**config.mk**
```make
export PLATFORM = sky130hd
export DESIGN_NAME = xcvr_latched_transceiver
export DESIGN_NICKNAME = d
export VERILOG_FILES = /design/src/rtl/xcvr_pkg.sv /design/src/rtl/xcvr_path_ctrl.sv /design/src/rtl/xcvr_path_store.sv /design/src/rtl/xcvr_path_drive.sv /design/src/rtl/xcvr_latched_transceiver.sv
export SDC_FILE = /design/constraint.sdc
export NUM_CORES = 1
export LEC_CHECK = 0
export BUFFER_PORTS_ARGS = -buffer_cell sky130_fd_sc_hd__buf_2
export CORE_ASPECT_RATIO = 0.9
export CORE_MARGIN = 3
export CORE_UTILIZATION = 35
export CTS_CLUSTER_DIAMETER = 100
export CTS_CLUSTER_SIZE = 10
export DETAILED_ROUTE_END_ITERATION = 16
export PLACE_DENSITY = 0.67
export REMOVE_ABC_BUFFERS = 1
export SLEW_MARGIN = 25
export SYNTH_ARGS = -nofsm -noshare
export SYNTH_HDL_FRONTEND = slang
export SYNTH_SLANG_ARGS = --single-unit
```
**constraint.sdc**
```tcl
create_clock -name clk -period 0.88 [get_ports clk]
set_input_delay 0.132 -clock clk [delete_from_list [all_inputs] [get_ports clk]]
set_output_delay 0.132 -clock clk [all_outputs]
set_load 0.005 [all_outputs]
```
**src/rtl/xcvr_pkg.sv**
```systemverilog
package xcvr_pkg;

    typedef enum logic [1:0] {
        PATH_OFF  = 2'd0,
        PATH_HOLD = 2'd1,
        PATH_OPEN = 2'd2
    } path_mode_e;

    function automatic path_mode_e decode_mode(input logic en_n, input logic open_n);
        if (en_n)        return PATH_OFF;
        else if (open_n) return PATH_HOLD;
        else             return PATH_OPEN;
    endfunction

endpackage

```
**src/rtl/xcvr_path_ctrl.sv**
```systemverilog
module xcvr_path_ctrl
    import xcvr_pkg::*;
(
    input  logic       en_n,
    input  logic       open_n,
    input  logic       drv_n,
    output path_mode_e mode,
    output logic       drive
);

    always_comb begin
        mode  = decode_mode(en_n, open_n);
        drive = (mode != PATH_OFF) && !drv_n;
    end

endmodule

```
**src/rtl/xcvr_path_store.sv**
```systemverilog
module xcvr_path_store
    import xcvr_pkg::*;
#(
    parameter int W = 8
) (
    input  logic         clk,
    input  logic         rst_n,
    input  path_mode_e   mode,
    input  logic [W-1:0] src,
    output logic [W-1:0] view
);

    typedef struct packed {
        logic [W-1:0] held;
    } store_t;

    store_t st_d, st_q;

    always_comb begin
        st_d = st_q;
        if (mode == PATH_OPEN) begin
            st_d.held = src;
        end
        view = (mode == PATH_OPEN) ? src : st_q.held;
    end

    always_ff @(posedge clk or negedge rst_n) begin
        if (!rst_n) begin
            st_q <= '0;
        end else begin
            st_q <= st_d;
        end
    end

endmodule

```
**src/rtl/xcvr_path_drive.sv**
```systemverilog
module xcvr_path_drive #(
    parameter int W = 8
) (
    input  logic         drive,
    input  logic [W-1:0] view,
    output logic [W-1:0] dout,
    output logic [W-1:0] doe
);

    always_comb begin
        doe  = {W{drive}};
        dout = drive ? view : '0;
    end

endmodule

```
**src/rtl/xcvr_latched_transceiver.sv**
```systemverilog
module xcvr_latched_transceiver
    import xcvr_pkg::*;
#(
    parameter int W = 8
) (
    input  logic         clk,
    input  logic         rst_n,
    input  logic [W-1:0] a_in,
    output logic [W-1:0] a_out,
    output logic [W-1:0] a_oe,
    input  logic [W-1:0] b_in,
    output logic [W-1:0] b_out,
    output logic [W-1:0] b_oe,
    input  logic         ab_en_n,
    input  logic         ab_open_n,
    input  logic         ab_drv_n,
    input  logic         ba_en_n,
    input  logic         ba_open_n,
    input  logic         ba_drv_n
);

    localparam int NPATH = 2;
    localparam int P_AB  = 0;
    localparam int P_BA  = 1;

    logic [NPATH-1:0][W-1:0] src;
    logic [NPATH-1:0][W-1:0] view;
    logic [NPATH-1:0][W-1:0] dout;
    logic [NPATH-1:0][W-1:0] doe;
    logic [NPATH-1:0]        en_n;
    logic [NPATH-1:0]        open_n;
    logic [NPATH-1:0]        drv_n;
    logic [NPATH-1:0]        drive;
    path_mode_e              mode [NPATH];

    always_comb begin
        src[P_AB]    = a_in;
        src[P_BA]    = b_in;
        en_n[P_AB]   = ab_en_n;
        en_n[P_BA]   = ba_en_n;
        open_n[P_AB] = ab_open_n;
        open_n[P_BA] = ba_open_n;
        drv_n[P_AB]  = ab_drv_n;
        drv_n[P_BA]  = ba_drv_n;
    end

    for (genvar p = 0; p < NPATH; p++) begin : g_path
        xcvr_path_ctrl u_ctrl (
            .en_n   (en_n[p]),
            .open_n (open_n[p]),
            .drv_n  (drv_n[p]),
            .mode   (mode[p]),
            .drive  (drive[p])
        );

        xcvr_path_store #(.W(W)) u_store (
            .clk   (clk),
            .rst_n (rst_n),
            .mode  (mode[p]),
            .src   (src[p]),
            .view  (view[p])
        );

        xcvr_path_drive #(.W(W)) u_drive (
            .drive (drive[p]),
            .view  (view[p]),
            .dout  (dout[p]),
            .doe   (doe[p])
        );
    end

    always_comb begin
        b_out = dout[P_AB];
        b_oe  = doe[P_AB];
        a_out = dout[P_BA];
        a_oe  = doe[P_BA];
    end

endmodule

```
==> After elaboration in Yosys (flattened, before gate mapping) <==
Cells that the tools add are included.
{ "classes": {"n_eq_ne": 2, "mux": 8, "n_reduce_logical": 6} }
{ "ops": {"columns": ["op", "count"], "rows": [
  ["$mux 8", 4],
  ["$mux 2", 4],
  ["$eq 2x2->1 const B", 2],
  ["$reduce_bool 2->1", 2],
  ["$logic_and 1x1->1", 2],
  ["$logic_not 1->1", 2]
]} }
{ "word_totals": {"reg_bits": 16, "input_bits": 24} }

==> Depth between registers and ports, before layout <==
Gate-level depths: netlist of run 1.
{ "logic_depth": {"word_depth": 5, "depth_mapped": 4, "ltp_nobuf": 2} }

==> Hierarchy <==
A second synthesis of run 1 with hierarchy kept.
{ "hier_totals": {"cells_unflattened": 74, "hier_area_um2": 938.4} }
{ "modules_own_cells": {"columns": ["mod", "n_inst", "cells_each", "area_each_um2", "seq_area_each_um2"], "rows": [
  ["xcvr_path_store", 2, 18, 345.3, 200.2],
  ["xcvr_path_drive", 2, 16, 110.1, 0.0],
  ["xcvr_path_ctrl", 2, 3, 13.8, 0.0]
]} }

==> Worst setup path before layout of run 1 <==
No wires, ideal clock.
{ "synth_path": {"path_type": "input port to output port", "startpoint": "in ba_en_n", "endpoint": "out a_oe[0]", "arrival_ps": 763, "required_ps": 748, "path_slack_ps": -15, "cell_stages": 4, "n_path_buf": 2, "cell_sequence": "or2_1 > buf_6 > inv_1 > buf_4"} }
{ "synth_via": {"elab_chain_cells": 3} }
{ "synth_lines": {"columns": ["element", "line_no", "source"], "rows": [
  ["start, declared", "xcvr_latched_transceiver.sv:17", "input logic ba_en_n,"],
  ["$mux 2", "xcvr_pkg.sv:10", "if (en_n) return PATH_OFF;"],
  ["$reduce_bool 2->1", "xcvr_path_ctrl.sv:13", "drive = (mode != PATH_OFF) && !drv_n;"],
  ["$logic_and 1x1->1", "xcvr_path_ctrl.sv:13", null],
  ["end, declared", "xcvr_latched_transceiver.sv:10", "output logic [W-1:0] a_oe,"]
]} }
No other way between the ends.

==> Final worst setup path of run 1 <==
{ "layout_path": {"startpoint": "reg g_path[1].u_store.st_q[0] (netlist name)", "endpoint": "out a_out[0]"} }
{ "layout_via": {"elab_chain_cells": 2} }
{ "layout_lines": {"columns": ["element", "line_no", "source"], "rows": [
  ["start, declared", "xcvr_path_store.sv:17", "store_t st_d, st_q;"],
  ["start signal, assigned", "xcvr_path_store.sv:31", "st_q <= st_d;"],
  ["$mux 8", "xcvr_path_store.sv:24", "view = (mode == PATH_OPEN) ? src : st_q.held;"],
  ["$mux 8", "xcvr_path_drive.sv:12", "dout = drive ? view : '0;"],
  ["end, declared", "xcvr_latched_transceiver.sv:9", "output logic [W-1:0] a_out,"]
]} }
No other way between the ends.

==> results of run 1 <==
[per-stage QoR]
| step | setup TNS [ns] | instances | util, % | hold WS, ns |
|---|---|---|---|---|
| floorplan | 0 | 70 | - | -0.164 |
| finish | -3.88 | 184 | 50.8 | 0.0885 |
| global placement | -6.35 | 165 | 43.6 | 0.0619 |
| CTS | -4.00 | 180 | 48.3 | 0.0804 |
| global route | -5.50 | 184 | 50.8 | 0.0659 |
| detailed placement | -6.97 | 165 | 43.6 | 0.0713 |
[layout by cell type, fill, tap and decap left out]
cell           count
inv_4              2
or2_4              4
nor2_1            16
nor2_8             2
clkbuf_8           1
buf_6              9
dfrtp_1           16
mux2_4            16
clkbuf_4           3
buf_4              7
buf_2             51
dlygate4sd3_1      1
mux2i_1           16
[kinds of logic (layout without fill, tap and decap cells)]
family | Yosys count | in the layout | share of synthesized area (%)
buf+inv | 22 | 74 | 15.9
simple gates | 20 | 22 | 10.4
flops | 16 | 16 | 36.9
mux | 32 | 32 | 36.9
[power breakdown]
| group | switching [mW] | total (mW) | internal (mW) |
|---|---|---|---|
| sequential | 0.0665 | 0.910 | 0.844 |
| combinational | 0.242 | 0.687 | 0.445 |
| clock | 0.226 | 0.478 | 0.252 |
| total | 0.534 | 2.07 | 1.54 |
[path summary, 6_finish.rpt]
path	start	endpoint	slack, ns
min reg2reg	g_path[1].u_store.st_q[7]	g_path[1].u_store.st_q[7]	0.52
min	b_in[6]	g_path[1].u_store.st_q[6]	0.09
max	g_path[1].u_store.st_q[0]	a_out[0]	-0.26
max in group asynchronous	rst_n	g_path[0].u_store.st_q[5]	0.33
max reg2reg	g_path[1].u_store.st_q[0]	g_path[1].u_store.st_q[0]	-0.01
min in group asynchronous	rst_n	g_path[1].u_store.st_q[4]	0.29
[per-layer routing]
metal	GRT usage (%)	share of wire, %
met1	15.1	40
met2	21.7	55
met3	3.82	2.7
met4	5.72	1.5
met5	0	0
[worst reg2reg max path: cells and delay by family (launching register included)]
family	cells	cell delay (ns)
flip-flops	1	0.40
multiplexers	1	0.26
buffers and inverters	1	0.13
[what timing repair did]
item                                    4_1_cts  5_1_grt
pin swaps                                     3        6
resized for setup                             8       13
buffers inserted                              8        5
endpoints found under the hold margin        16        0
endpoints found under the setup margin       32       40
hold buffers                                  1        0
gates cloned                                  2        0
[final cells by class]
type,instances,area share [%]
multi-input cells,54,36.8
repair buffers,68,28.8
flip-flops and latches,16,27.5
well taps,40,3.44
clock buffers,4,2.50
inverters,2,0.861
==> flow_summary.ini, run 1 <==
[worst_setup_path]
max_stage_delay_ns = 0.40
cp-start-kind = flop
crit_cells = 3
cp_cell_sequence = mux2i_1 -> nor2_1 -> buf_2
ff2ff_path_depth = 2
cp_slowest_cell = dfrtp_1
arrival_ns = 1.01
critPathBufInv = 1
cp_top_family = flip-flops
worstSetupPathType = flop to primary output
required_ns = 0.75
worst-path-max-fanout = 2
critPathCaptureType = primary output

[sta]
period_minus_slack_ns = 1.14
slew_headroom_pct = 76.3
finalClockSkew_ns = 0
drv_slew = 0
setup_violations = 23
worstMarginPinSlew_ns = 0.355
rsz0062_at_grt = yes
hold_violations = 0
layout_setup_ws_ns = -0.259
min_period_over_period_pct = 129
max_freq_mhz = 878

[power_and_ir_drop]
vdd.ir_drop.worst_v = 0.000590
leakagePower_nw = 0.826
power_mw = 2.07
powerDensity_nw_per_um2 = 1430

[min_path]
min_delay_path_depth = 2
hold_class = input port to flop

[floorplanning]
initial_core_util_pct = 38.0
io_pins = 56
die_x_um = 64.7
placeableCoreArea_sq_um = 2860
num_rows = 18
die_y_um = 58.8
design.die.area_sq_um = 3810

[clock_network]
clkLatencyLatePin_ns = 0.28
cts.clk_slew.worst_paths_ns = 0.09
clock_sinks = 16
cts-htree-levels = 1
cts_buffers = 3
ctsRootBufferMaster = clkbuf_4
cts_buffer_depth = 2
cts_tree = done

[final_layout]
multi_input_area_sq_um = 536
top_regs = g_path.u_store.st_q: 16 flops
diodes = 0
fillers = 269
layout-drive-gt1-share_pct = 66.0
top_register = g_path.u_store.st_q
final_area_sq_um = 1450
synthToLayoutAreaGrowth_pct = 33.9
largest_reg_flops = 16
regArea_sq_um = 400
final_nets = 169

[global_routing]
overflow = 0
track_usage_pct = 12.8
grt_pass1_wl_mm = 3.78
antenna_found_initial = 0
grt_max_degree = 17
grt_pass1_vias = 849

[detailed_routing]
vias = 814
drc_errors = 0
wl_mm = 2.34
drt_iter0_markers = 18
first_pass_iters = 4
final_antenna_net_count = 0
wl_per_cell_um = 12.7
routed_via_density = 4.42

[yosys]
synthTopCellsByCount = buf_4, dfrtp_1, mux2_4, mux2i_1, nor2_1
yosys.area.top_type_share_pct = 36.9
avgSynthCellArea_sq_um = 12.1
synth_edf_count = 0
syn_inst = 90
async_flop_share_pct = 100
synth.yosys.seq_area_share_pct = 36.9
synth_ff_type = dfrtp_1
yosys_warnings = 0
synth-seq-cells = 16
yosysTopAreaCell = dfrtp_1
netlist_area_sq_um = 1090
netlist_top_cells_area = dfrtp_1, mux2_4, mux2i_1, buf_4, nor2_1
synth_cell_types = 9

[place]
place_area_sq_um = 1250
io_buffers = 55
gp_congestion = 0.670
pre_cts_ws_ns = -0.188
place_hpwl_mm = 1.69

[run]
cap_violations = 0

[status]
status = finished with violations
violations = negative setup slack
No activity file was read; power rests on OpenSTA's default activity.
==> run 2: changes to the inputs <==
==> constraint.sdc (replaced) <==
create_clock -name clk -period 0.88 [get_ports clk]
set_input_delay 0.176 -clock clk [delete_from_list [all_inputs] [get_ports clk]]
set_output_delay 0.176 -clock clk [all_outputs]
set_load 0.005 [all_outputs]
==> flow_summary.ini, run 2 (synthesis gave the netlist of run 1 again) <==
[clock_network]
clock_sinks = 16
cts_tree = done
clkLatencyLatePin_ns = 0.29
cts_buffers = 3
cts.clk_slew.worst_paths_ns = 0.10
cts-htree-levels = 1
ctsRootBufferMaster = clkbuf_4
cts_buffer_depth = 2

[global_routing]
grt_max_degree = 17
antenna_found_initial = 0
overflow = 0
met2_usage_pct = 25.2
track_usage_pct = 14.4
busiest_layer = met2
grt_pass1_wl_mm = 4.28
use_met1_pct = 18.1
grt_pass1_vias = 844
met3_usage_pct = 3.24

[final_layout]
regArea_sq_um = 400
largest_reg_flops = 16
top_register = g_path.u_store.st_q
diodes = 0
final_nets = 169
top_regs = g_path.u_store.st_q: 16 flops
final_area_sq_um = 1580
final_cell_mix = buf_2, buf_6
synthToLayoutAreaGrowth_pct = 45.2
fillers = 256
layout-drive-gt1-share_pct = 66.0
utilization_pct = 55.1
multi_input_area_sq_um = 536
layout_commonest_cell = buf_2

[worst_setup_path]
critPathCaptureType = primary output
arrival_ns = 1.02
rrSetupSlack_ns = -0.02
startpoint = g_path[1].u_store.st_q[5]
cp-start-kind = flop
r2r-start = g_path[0].u_store.st_q[2]
worst-path-max-fanout = 2
worstSetupPathType = flop to primary output
required_ns = 0.70

[power_and_ir_drop]
leakagePower_nw = 0.856
powerDensity_nw_per_um2 = 1350
vdd.ir_drop.worst_v = 0.000666

[sta]
whs_ns = 0.126
min_period_over_period_pct = 136
layout_setup_ws_ns = -0.316
rsz0062_at_grt = yes
worstMarginPinSlew_ns = 0.368
max_freq_mhz = 836
slew_headroom_pct = 75.4
period_minus_slack_ns = 1.20
hold_violations = 0
finalClockSkew_ns = 0
drv_slew = 0
setup_violations = 40

[place]
gp_congestion = 0.667
place_area_sq_um = 1270
io_buffers = 55
place_hpwl_mm = 1.79
pre_cts_ws_ns = -0.278

[detailed_routing]
vias = 823
final_antenna_net_count = 0
wl_mm = 2.64
drt_iter0_markers = 19
first_pass_iters = 4
drc_errors = 0
wl_per_cell_um = 14.4
routed_via_density = 4.47

[floorplanning]
placeableCoreArea_sq_um = 2860
design.die.area_sq_um = 3810
initial_core_util_pct = 38.0
die_y_um = 58.8
io_pins = 56
num_rows = 18
die_x_um = 64.7

[min_path]
hold_path.startpoint = b_in[6]
hold_class = input port to flop

[status]
status = finished with violations
violations = negative setup slack

[run]
cap_violations = 0
## run 2: through the flow
stage | std cells | total power [mW] | setup TNS, ns
floorplan | 70 | 1.21 | -0.948
global placement | 167 | 1.43 | -9.40
detailed placement | 167 | 1.45 | -10.20
CTS | 179 | 2.07 | -5.45
global route | 184 | 2.25 | -6.95
finish | 184 | 2.13 | -5.38
## run 2: layout make-up
class                      instances  share of cell area [%]
clock buffer                       4                    2.30
inverter                           2                    1.43
multi-input combinational         54                    34.0
sequential                        16                    25.4
tap                               40                    3.17
timing repair buffer              68                    33.7
## run 2: routing by layer
metal  vias to the layer above  wire [um]
met5                         -          0
met4                         0         40
met3                         4         78
met2                        20       1450
met1                       406       1070
li1                        393          -
## run 2: what timing repair did
item	in CTS	in global routing
pin swaps	5	7
setup endpoints to repair	32	38
hold buffers	1	0
setup buffers	5	7
gates cloned	2	0
endpoints found under the hold margin	16	0
resized for setup	31	7
## run 2: worst paths after layout
kind	endpoint	depth (start not counted)
setup / recovery	a_out[5]	3
hold / removal	g_path[1].u_store.st_q[6]	2
setup reg to reg	g_path[0].u_store.st_q[2]	2
hold reg to reg	g_path[1].u_store.st_q[2]	1
max in group asynchronous	g_path[0].u_store.st_q[5]	2
min in group asynchronous	g_path[0].u_store.st_q[2]	2
## run 2: power by group
part / total [mW] / switching (mW) / internal (mW)
clock: 0.480 / 0.228 / 0.252
sequential: 0.910 / 0.0668 / 0.844
combinational: 0.740 / 0.262 / 0.478
## run 2: worst max-delay path, stage by stage (launching register included)
cell	delay, ns
dfrtp_1	0.40
mux2i_1	0.16
nor2_1	0.05
buf_2	0.12
==> run 3: changes to the inputs <==
--- a/config.mk
+++ b/config.mk
@@ -14,6 +14,7 @@
 export DETAILED_ROUTE_END_ITERATION = 16
 export PLACE_DENSITY = 0.67
 export REMOVE_ABC_BUFFERS = 1
+export SETUP_SLACK_MARGIN = 0.2
 export SLEW_MARGIN = 25
 export SYNTH_ARGS = -nofsm -noshare
 export SYNTH_HDL_FRONTEND = slang
==> flow_summary.ini, run 3 (synthesis gave the netlist of run 1 again) <==
[status]
status = finished with violations
violations = negative setup slack

[detailed_routing]
final_antenna_net_count = 0
drc_errors = 0
vias = 825
routed_via_density = 4.44
wl_mm = 2.70
drt_iter0_markers = 20
first_pass_iters = 4
wl_per_cell_um = 14.5

[sta]
worstMarginPinSlew_ns = 0.328
min_period_over_period_pct = 137
hold_violations = 0
layout_setup_ws_ns = -0.330
finalClockSkew_ns = 0
drv_slew = 0
period_minus_slack_ns = 1.21
rsz0062_at_grt = yes
max_freq_mhz = 827
setup_violations = 41
slew_headroom_pct = 78.1

[worst_setup_path]
required_ns = 0.70
worstSetupPathType = flop to primary output
critPathCaptureType = primary output
worst-path-max-fanout = 2
ff2ff_path_depth = 3
arrival_ns = 1.03
cp-start-kind = flop

[final_layout]
top_register = g_path.u_store.st_q
top_regs = g_path.u_store.st_q: 16 flops
multi_input_area_sq_um = 536
layout-drive-gt1-share_pct = 66.4
largest_reg_flops = 16
final_cell_mix = buf_2, buf_6
layout_commonest_cell = buf_2
fillers = 246
instances_no_fill = 186
final_nets = 171
regArea_sq_um = 400
synthToLayoutAreaGrowth_pct = 48.0
diodes = 0

[global_routing]
antenna_found_initial = 0
overflow = 0
grt_pass1_vias = 841
track_usage_pct = 14.3
grt_max_degree = 17
grt_pass1_wl_mm = 4.24

[floorplanning]
num_rows = 18
initial_core_util_pct = 38.0
io_pins = 56
die_x_um = 64.7
die_y_um = 58.8
design.die.area_sq_um = 3810
placeableCoreArea_sq_um = 2860

[place]
gp_congestion = 0.667
pre_cts_ws_ns = -0.278
place_inst = 167
place_hpwl_mm = 1.79
io_buffers = 55

[clock_network]
cts_buffers = 3
cts_buffer_depth = 2
clkLatencyLatePin_ns = 0.28
ctsRootBufferMaster = clkbuf_4
cts.clk_slew.worst_paths_ns = 0.10
cts-htree-levels = 1
cts_tree = done
clock_sinks = 16

[min_path]
hold_class = input port to flop
min_delay_path_depth = 2

[power_and_ir_drop]
powerDensity_nw_per_um2 = 1350
vdd.ir_drop.worst_v = 0.000729
leakagePower_nw = 0.871

[run]
cap_violations = 0
-- run 3: repair_timing --
action                                 CTS  global route
setup buffers                            5             7
endpoints found under the hold margin   16             0
cloned                                   2             0
pin swaps                                7             6
resized for setup                       33            10
setup endpoints to repair               48            55
hold buffers                             1             0
-- run 3: worst max-delay path, stage by stage, from the launching register on --
cell and delay, ns:
dfrtp_1 0.41, mux2i_1 0.17, nor2_1 0.05, buf_2 0.12
-- run 3: report_power, final --
group          internal, mW  total [mW]  switching (mW)
Sequential            0.844       0.912          0.0686
Combinational         0.506       0.776           0.270
Clock                 0.252       0.477           0.226
-- run 3: metrics by stage --
step	area [sq um]	hold WS [ns]	util (%)	total power, mW	TNS (ns)
2_1_floorplan	921	-0.120	-	1.21	-0.948
3_3_place_gp	1270	0.105	44.5	1.43	-9.40
3_5_place_dp	1270	0.114	44.5	1.45	-10.20
4_1_cts	1520	0.118	53.0	2.07	-5.47
5_1_grt	1610	0.114	56.2	2.29	-7.21
6_report	1610	0.128	56.2	2.17	-5.59
-- run 3: area by class of cell --
cell class | instances | area share (%)
Clock buffer | 4 | 2.26
Inverter | 2 | 1.40
Multi-Input combinational cell | 54 | 33.3
Sequential cell | 16 | 24.9
Tap cell | 40 | 3.11
Timing Repair Buffer | 70 | 35.0
-- run 3: per-layer routing --
layer  GRT usage, %  vias to the layer above  wire length, um
met5              0                        -                0
met4           3.61                        0               40
met3           3.24                        4               74
met2           25.1                       17             1480
met1           18.0                      407             1110
li1               -                      397                -
-- run 3: final timing paths --
kind	end	slack, ns	start
setup / recovery	a_out[1]	-0.33	g_path[1].u_store.st_q[1]
hold reg to reg	g_path[1].u_store.st_q[2]	0.52	g_path[1].u_store.st_q[2]
hold / removal	g_path[1].u_store.st_q[6]	0.13	b_in[6]
setup reg to reg	g_path[1].u_store.st_q[1]	-0.12	g_path[1].u_store.st_q[1]
max in group asynchronous	g_path[0].u_store.st_q[5]	0.37	rst_n
min in group asynchronous	g_path[0].u_store.st_q[2]	0.32	rst_n
